`config.mk`:
```
export PLATFORM = sky130hd
export DESIGN_NAME = spmv_engine
export DESIGN_NICKNAME = d
export VERILOG_FILES = /design/src/rtl/spmv_pkg.sv /design/src/rtl/spmv_store.sv /design/src/rtl/spmv_vecbuf.sv /design/src/rtl/spmv_mac.sv /design/src/rtl/spmv_engine.sv
export SDC_FILE = /design/constraint.sdc
export NUM_CORES = 2
export LEC_CHECK = 0
export BUFFER_PORTS_ARGS = -buffer_cell sky130_fd_sc_hd__buf_4
export CORE_UTILIZATION = 30
export DETAILED_ROUTE_END_ITERATION = 8
export GPL_TIMING_DRIVEN = 1
export PLACE_DENSITY = 0.53
export RECOVER_POWER = 50
export SYNTH_ARGS = -nofsm -noshare
export SYNTH_HDL_FRONTEND = slang
export SYNTH_SLANG_ARGS = --single-unit
```
`constraint.sdc`:
```
create_clock -name clk -period 21.8 [get_ports clk]
set_input_delay 4.36 -clock clk [delete_from_list [all_inputs] [get_ports clk]]
set_output_delay 4.36 -clock clk [all_outputs]
set_load 0.02 [all_outputs]
```
`src/rtl/spmv_pkg.sv`:
```
package spmv_pkg;
    localparam int VAL_W = 16;
    localparam int ACC_W = 32;

    typedef enum logic [2:0] {
        ST_IDLE,
        ST_ROW,
        ST_MERGE,
        ST_EMIT,
        ST_DONE
    } walk_state_e;

    typedef enum logic [2:0] {
        SEL_ROW_BND = 3'd0,
        SEL_ROW_CRD = 3'd1,
        SEL_COL_BND = 3'd2,
        SEL_COL_CRD = 3'd3,
        SEL_VALUE   = 3'd4
    } array_sel_e;
endpackage

```
`src/rtl/spmv_store.sv`:
```
module spmv_store
    import spmv_pkg::*;
#(
    parameter int IDX_W = 8,
    parameter int RP_W  = 4,
    parameter int NP_W  = 7
) (
    input  logic                    clk,
    input  logic                    we,
    input  logic [2:0]              sel,
    input  logic [NP_W-1:0]         addr,
    input  logic [VAL_W-1:0]        wdata,
    input  logic [RP_W-1:0]         rd_row,
    input  logic [NP_W-1:0]         rd_nz,
    output logic [RP_W-1:0]         row_lo,
    output logic [RP_W-1:0]         row_hi,
    output logic [IDX_W-1:0]        row_coord,
    output logic [NP_W-1:0]         col_lo,
    output logic [NP_W-1:0]         col_hi,
    output logic [IDX_W-1:0]        col_coord,
    output logic signed [VAL_W-1:0] nz_value
);
    localparam int ROW_DEPTH = 2 ** RP_W;
    localparam int NZ_DEPTH  = 2 ** NP_W;

    logic [RP_W-1:0]  row_bnd_q [2];
    logic [IDX_W-1:0] row_crd_q [ROW_DEPTH];
    logic [NP_W-1:0]  col_bnd_q [ROW_DEPTH];
    logic [IDX_W-1:0] col_crd_q [NZ_DEPTH];
    logic [VAL_W-1:0] value_q   [NZ_DEPTH];

    logic [RP_W-1:0] row_addr;
    logic [RP_W-1:0] rd_row_nx;

    assign row_addr  = addr[RP_W-1:0];
    assign rd_row_nx = rd_row + 1'b1;

    always_ff @(posedge clk) begin
        if (we) begin
            unique case (array_sel_e'(sel))
                SEL_ROW_BND: row_bnd_q[addr[0]] <= wdata[RP_W-1:0];
                SEL_ROW_CRD: row_crd_q[row_addr] <= wdata[IDX_W-1:0];
                SEL_COL_BND: col_bnd_q[row_addr] <= wdata[NP_W-1:0];
                SEL_COL_CRD: col_crd_q[addr] <= wdata[IDX_W-1:0];
                SEL_VALUE:   value_q[addr] <= wdata;
                default: ;
            endcase
        end
    end

    assign row_lo    = row_bnd_q[0];
    assign row_hi    = row_bnd_q[1];
    assign row_coord = row_crd_q[rd_row];
    assign col_lo    = col_bnd_q[rd_row];
    assign col_hi    = col_bnd_q[rd_row_nx];
    assign col_coord = col_crd_q[rd_nz];
    assign nz_value  = value_q[rd_nz];
endmodule

```
`src/rtl/spmv_vecbuf.sv`:
```
module spmv_vecbuf
    import spmv_pkg::*;
#(
    parameter int IDX_W   = 8,
    parameter int VEC_CAP = 16,
    parameter int VP_W    = 5
) (
    input  logic                    clk,
    input  logic                    rst_n,
    input  logic                    push,
    input  logic [IDX_W-1:0]        push_idx,
    input  logic [VAL_W-1:0]        push_val,
    input  logic                    clr,
    input  logic [VP_W-1:0]         rd_ptr,
    output logic [VP_W-1:0]         count,
    output logic [IDX_W-1:0]        rd_idx,
    output logic signed [VAL_W-1:0] rd_val
);
    localparam int DEPTH = 2 ** VP_W;

    logic [IDX_W-1:0] idx_q [DEPTH];
    logic [VAL_W-1:0] val_q [DEPTH];
    logic [VP_W-1:0]  count_q;

    always_ff @(posedge clk) begin
        if (!rst_n) begin
            count_q <= '0;
        end else if (clr) begin
            count_q <= '0;
        end else if (push && (count_q < VP_W'(VEC_CAP))) begin
            idx_q[count_q] <= push_idx;
            val_q[count_q] <= push_val;
            count_q        <= count_q + 1'b1;
        end
    end

    assign count  = count_q;
    assign rd_idx = idx_q[rd_ptr];
    assign rd_val = val_q[rd_ptr];
endmodule

```
`src/rtl/spmv_mac.sv`:
```
module spmv_mac
    import spmv_pkg::*;
(
    input  logic                    clk,
    input  logic                    rst_n,
    input  logic                    clr,
    input  logic                    en,
    input  logic signed [VAL_W-1:0] op_a,
    input  logic signed [VAL_W-1:0] op_b,
    output logic signed [ACC_W-1:0] acc
);
    logic signed [ACC_W-1:0] product;

    assign product = ACC_W'(op_a) * ACC_W'(op_b);

    always_ff @(posedge clk) begin
        if (!rst_n) begin
            acc <= '0;
        end else if (clr) begin
            acc <= '0;
        end else if (en) begin
            acc <= acc + product;
        end
    end
endmodule

```
`src/rtl/spmv_engine.sv`:
```
module spmv_engine
    import spmv_pkg::*;
#(
    parameter int IDX_W   = 8,
    parameter int ROW_CAP = 8,
    parameter int NNZ_CAP = 64,
    parameter int VEC_CAP = 16,
    localparam int RP_W   = $clog2(ROW_CAP + 1),
    localparam int NP_W   = $clog2(NNZ_CAP + 1),
    localparam int VP_W   = $clog2(VEC_CAP + 1)
) (
    input  logic             clk,
    input  logic             rst_n,
    input  logic             mat_we,
    input  logic [2:0]       mat_sel,
    input  logic [NP_W-1:0]  mat_addr,
    input  logic [15:0]      mat_wdata,
    input  logic             vec_valid,
    input  logic [IDX_W-1:0] vec_idx,
    input  logic [15:0]      vec_val,
    input  logic             start,
    output logic             out_valid,
    input  logic             out_ready,
    output logic [IDX_W-1:0] out_row,
    output logic [31:0]      out_sum,
    output logic             done
);
    walk_state_e st, st_nxt;

    logic [RP_W-1:0]  row_ptr, row_end;
    logic [NP_W-1:0]  nz_ptr, nz_end;
    logic [VP_W-1:0]  vec_ptr;
    logic [IDX_W-1:0] row_id;

    logic [RP_W-1:0]         row_lo, row_hi;
    logic [IDX_W-1:0]        row_coord, col_coord, v_idx;
    logic [NP_W-1:0]         col_lo, col_hi;
    logic signed [VAL_W-1:0] nz_value, v_val;
    logic [VP_W-1:0]         v_count;
    logic signed [ACC_W-1:0] acc;

    logic busy, mac_clr, mac_en, vec_push, vec_clr;
    logic rows_over, row_empty, merge_end, crd_lt, crd_gt;

    spmv_store #(.IDX_W(IDX_W), .RP_W(RP_W), .NP_W(NP_W)) store_i (
        .clk       (clk),
        .we        (mat_we),
        .sel       (mat_sel),
        .addr      (mat_addr),
        .wdata     (mat_wdata),
        .rd_row    (row_ptr),
        .rd_nz     (nz_ptr),
        .row_lo    (row_lo),
        .row_hi    (row_hi),
        .row_coord (row_coord),
        .col_lo    (col_lo),
        .col_hi    (col_hi),
        .col_coord (col_coord),
        .nz_value  (nz_value)
    );

    spmv_vecbuf #(.IDX_W(IDX_W), .VEC_CAP(VEC_CAP), .VP_W(VP_W)) vec_i (
        .clk      (clk),
        .rst_n    (rst_n),
        .push     (vec_push),
        .push_idx (vec_idx),
        .push_val (vec_val),
        .clr      (vec_clr),
        .rd_ptr   (vec_ptr),
        .count    (v_count),
        .rd_idx   (v_idx),
        .rd_val   (v_val)
    );

    spmv_mac mac_i (
        .clk   (clk),
        .rst_n (rst_n),
        .clr   (mac_clr),
        .en    (mac_en),
        .op_a  (nz_value),
        .op_b  (v_val),
        .acc   (acc)
    );

    assign rows_over = (row_ptr == row_end);
    assign row_empty = (col_lo == col_hi);
    assign merge_end = (nz_ptr == nz_end) || (vec_ptr == v_count);
    assign crd_lt    = (col_coord < v_idx);
    assign crd_gt    = (col_coord > v_idx);

    // State register
    always_ff @(posedge clk) begin
        if (!rst_n) begin
            st <= ST_IDLE;
        end else begin
            st <= st_nxt;
        end
    end

    // Transitions
    always_comb begin
        st_nxt = st;
        unique case (st)
            ST_IDLE:  if (start) st_nxt = ST_ROW;
            ST_ROW: begin
                if (rows_over)      st_nxt = ST_DONE;
                else if (row_empty) st_nxt = ST_ROW;
                else                st_nxt = ST_MERGE;
            end
            ST_MERGE: if (merge_end) st_nxt = ST_EMIT;
            ST_EMIT:  if (out_ready) st_nxt = ST_ROW;
            ST_DONE:  st_nxt = ST_IDLE;
            default:  st_nxt = ST_IDLE;
        endcase
    end

    // Outputs and strobes
    always_comb begin
        out_valid = (st == ST_EMIT);
        done      = (st == ST_DONE);
        busy      = (st != ST_IDLE);
        mac_clr   = (st == ST_ROW);
        mac_en    = (st == ST_MERGE) && !merge_end && !crd_lt && !crd_gt;
        vec_push  = vec_valid && (st == ST_IDLE);
        vec_clr   = (st == ST_DONE);
        out_row   = row_id;
        out_sum   = acc;
    end

    // Walk pointers
    always_ff @(posedge clk) begin
        if (!rst_n) begin
            row_ptr <= '0;
            row_end <= '0;
            nz_ptr  <= '0;
            nz_end  <= '0;
            vec_ptr <= '0;
            row_id  <= '0;
        end else begin
            unique case (st)
                ST_IDLE: begin
                    if (start) begin
                        row_ptr <= row_lo;
                        row_end <= row_hi;
                    end
                end
                ST_ROW: begin
                    if (!rows_over) begin
                        row_id  <= row_coord;
                        nz_ptr  <= col_lo;
                        nz_end  <= col_hi;
                        vec_ptr <= '0;
                        if (row_empty) row_ptr <= row_ptr + 1'b1;
                    end
                end
                ST_MERGE: begin
                    if (!merge_end) begin
                        if (crd_lt) begin
                            nz_ptr <= nz_ptr + 1'b1;
                        end else if (crd_gt) begin
                            vec_ptr <= vec_ptr + 1'b1;
                        end else begin
                            nz_ptr  <= nz_ptr + 1'b1;
                            vec_ptr <= vec_ptr + 1'b1;
                        end
                    end
                end
                ST_EMIT: begin
                    if (out_ready) row_ptr <= row_ptr + 1'b1;
                end
                default: ;
            endcase
        end
    end
endmodule

```
==> reports/metrics.csv <==
stage,metric,value,unit
run_status,status,"finished, violations left",
run_status,failing checks,"capacitance limit, slew limit",
synth,Yosys cell types,75,
timing,clk_skew,56.2,ps
clocking,clk_lat worst skew,1000,ps
setup_path,Worst EP required,22470,ps
clocking,post-CTS setup buffers,0,
die,die span in x,759,um
timing,Fin. Hold Viols,0,
synth,Area contributors post-synth,"edfxtp_1 71%, mux4_2 17%, fa_1 3.4%, nor2_1 1.2%, dfxtp_1 1.1%",
synth,sequential fraction of the synthesis area,72.5,%
finish,Synth-to-Final Area Change,14.8,%
routing,post-DR vias/cell,4.88,
finish,Final Net Count,9169,
finish,final core utilization,34.6,%
routing,final WL,444000,um
setup_path,Crit. End Element,flop,
timing,max_slew headroom,-365,%
clocking,clock slew at reported path FFs,70,ps
global_routing,met1 Use GR,20.7,%
timing,Tmin final,12140,ps
synth,Post-synth EDFFs,4088,
clocking,CTS Hold Bufs,0,
placed_design,Detailed Place HPWL,269000,um
hold_path,worst min path class,reg -> reg,
finish,fillers,52900,
die,Top Ports,98,
synth,Synth top area share,71.4,%
synth,asr flop ratio synth,0,%
setup_path,worst reg-to-reg path cell count,29,
global_routing,largest net degree at the start of global routing,145,
hold_path,worst hold path depth,2,
synth,Mean Syn Cell Area,21.6,sq um
clocking,total CTS buffers,421,
global_routing,total grt overflow,0,
die,row cnt,277,
routing,Vias,81000,
routing,DRC Markers,0,
clocking,CTS tree,done,
routing,drt pass-1 iters,6,
die,Die H,759,um
clocking,Root Buffer,clkbuf_16,
synth,Mapped Area,172000,sq um
clocking,clk sink count,4179,
synth,cell count after synthesis,7943,
flow_run,max_cap viols,44,
global_routing,GR Layer Usage met2,25.6,%
global_routing,total track usage,15.2,%
global_routing,GR Layer Usage met3,2.51,%
die,Core Area,570000,sq um
timing,RSZ-0062 raised after global routing,false,
finish,share of cells above drive strength 1,25.9,%
die,initial core utilization,30.2,%
timing,period utilisation layout,55.7,%
placed_design,RD Place Congestion,0.801,
timing,Slew @ Worst Pin,6980,ps
synth,post-synth top area cell,edfxtp_1,
setup_path,Crit Path Max Fanout,113,
timing,Max Slew Vio Count,3057,
routing,initial drt markers,7735,
routing,routed len/inst,26.7,um
global_routing,initial antenna violation count,37,
setup_path,Setup CP Type,in -> reg,
timing,TNS Setup,0,ps
clocking,H-tree levels,5,
global_routing,global-route wire length before repair,635000,um
synth,Synth Warn #,0,
clocking,Max clock buf depth,4,
synth,"Top FF cell, synth",edfxtp_1,
global_routing,vias in the first global route,85100,
timing,fmax,0.0824,GHz
timing,final setup violation count,0,
clocking,Post-CTS Resized,0,
placed_design,PortBufs,97,
global_routing,gr busiest metal,met2,
routing,Routed Antenna Nets,0,
die,Die ar.,576000,sq um
setup_path,crit path DAT,12810,ps
synth,Yosys reg bits,4179,
setup_path,Startpoint Class,input pin,
## cells in the mapped netlist (5+ instances only)
cell      instances
o21a_1            9
edfxtp_1       4088
inv_1           341
mux4_2         1319
o21ai_0          26
buf_4            13
nand4_1          14
a22oi_1          11
mux4_1           10
dfxtp_1          91
xor2_1           27
a21oi_1          67
fa_1            293
clkbuf_1        184
buf_6            12
mux2_2           17
nor2_1          540
a21o_1           19
and2_1           10
ha_1            112
or2_2             5
nor3_1           11
buf_2           133
inv_2            15
a211oi_1          9
or3_1             8
mux2i_4           6
buf_1            59
nand2_1         205
and3_1           13
o31ai_1           5
mux2i_1          91
nand2b_1         16
nand3_1          36
nor2b_1          21
nor3b_1           8
xnor2_1          34
## area by class of cell
cell class	instances	area (sq um)	share of cell area [%]
inverters	357	1340	0.680
diodes	10	25.0	0.0127
flip-flops and latches	4179	125000	63.1
well taps	7533	9430	4.78
repair buffers	362	2520	1.28
clock inverters	271	2690	1.36
clock buffers	503	11000	5.57
multi-input cells	3387	45700	23.2
## metrics by stage
step | setup WS [ps] | std cells | hold slack [ps] | instance area, sq um
2_1_floorplan | 13170 | 8326 | 448 | 173000
3_3_place_gp | 9890 | 15800 | 467 | 184000
3_5_place_dp | 9860 | 15800 | 468 | 184000
4_1_cts | 9820 | 16600 | 484 | 198000
5_1_grt | 8930 | 16600 | 491 | 197000
6_report | 9660 | 16600 | 487 | 197000
## cells in the final DEF, fill, tap and decap left out, types with 15 or more instances in the layout
| cell type | synthesis | final |
|---|---|---|
| a21oi_1 | 67 | 67 |
| nand2_1 | 205 | 197 |
| a21o_1 | 19 | 19 |
| nand3_1 | 36 | 36 |
| mux2_2 | 17 | 17 |
| mux2i_1 | 91 | 79 |
| nor2_2 | 0 | 38 |
| inv_1 | 341 | 340 |
| bufinv_16 | 0 | 44 |
| buf_4 | 13 | 279 |
| nor2_1 | 540 | 501 |
| fa_1 | 293 | 293 |
| inv_2 | 15 | 15 |
| clkinv_2 | 0 | 77 |
| nor2b_1 | 21 | 20 |
| nand2b_1 | 16 | 15 |
| clkinv_1 | 1 | 95 |
| clkbuf_16 | 0 | 427 |
| clkbuf_1 | 184 | 150 |
| dfxtp_1 | 91 | 78 |
| xnor2_1 | 34 | 34 |
| conb_1 | 1 | 384 |
| o21ai_0 | 26 | 25 |
| ha_1 | 112 | 112 |
| clkinvlp_4 | 0 | 21 |
| xor2_1 | 27 | 27 |
| edfxtp_1 | 4088 | 4088 |
| mux4_2 | 1319 | 1319 |
## layer usage
metal  vias up  wire length, um
li1      33600                -
met1     44300           188000
met2      2501           219000
met3       600            26200
met4        28            10400
met5         -              165
## sequential cells by signal, summed over array words and instances (netlist names), named ones only
name / flops
store_i.row_bnd_q: 8
vec_i.idx_q: 256
store_i.col_crd_q: 1024
row_ptr: 4
mac_i.acc: 32
store_i.value_q: 2048
out_row: 8
vec_ptr: 5
nz_end: 7
st: 3
nz_ptr: 7
vec_i.val_q: 512
vec_i.count: 5
row_end: 4
store_i.row_crd_q: 128
store_i.col_bnd_q: 112
## worst max-delay path, stage by stage
cell and delay (ps):
clkbuf_1 3820, clkbuf_1 3200, buf_4 1120
## cell families (layout without fill, tap and decap cells)
family	Yosys count	in the layout	share of synthesized area (%)
DFF	4179	4179	72.5
and+or+nand+nor	902	902	2.19
other	1	394	0.00218
adders and majority gates	405	405	4.23
xor gates and xnor gates	65	65	0.355
muxes	1447	1447	18.2
buffers and inverters	760	1493	1.85
AOI/OAI and AO/OA	184	184	0.689
## path summary, 6_finish.rpt
kind | startpoint | to | slack, ps
worst min-delay path | mac_i.acc[0] | mac_i.acc[0] | 490
worst min register to register | mac_i.acc[0] | mac_i.acc[0] | 490
worst max-delay path | mat_wdata[4] | store_i.row_crd_q[2][4] | 9660
worst max register to register | flop | mac_i.acc[31] | 10010
Power is left out: the tool's default activity adds up to more than one toggle a clock period on the data nets, which glitch-free logic cannot reach.
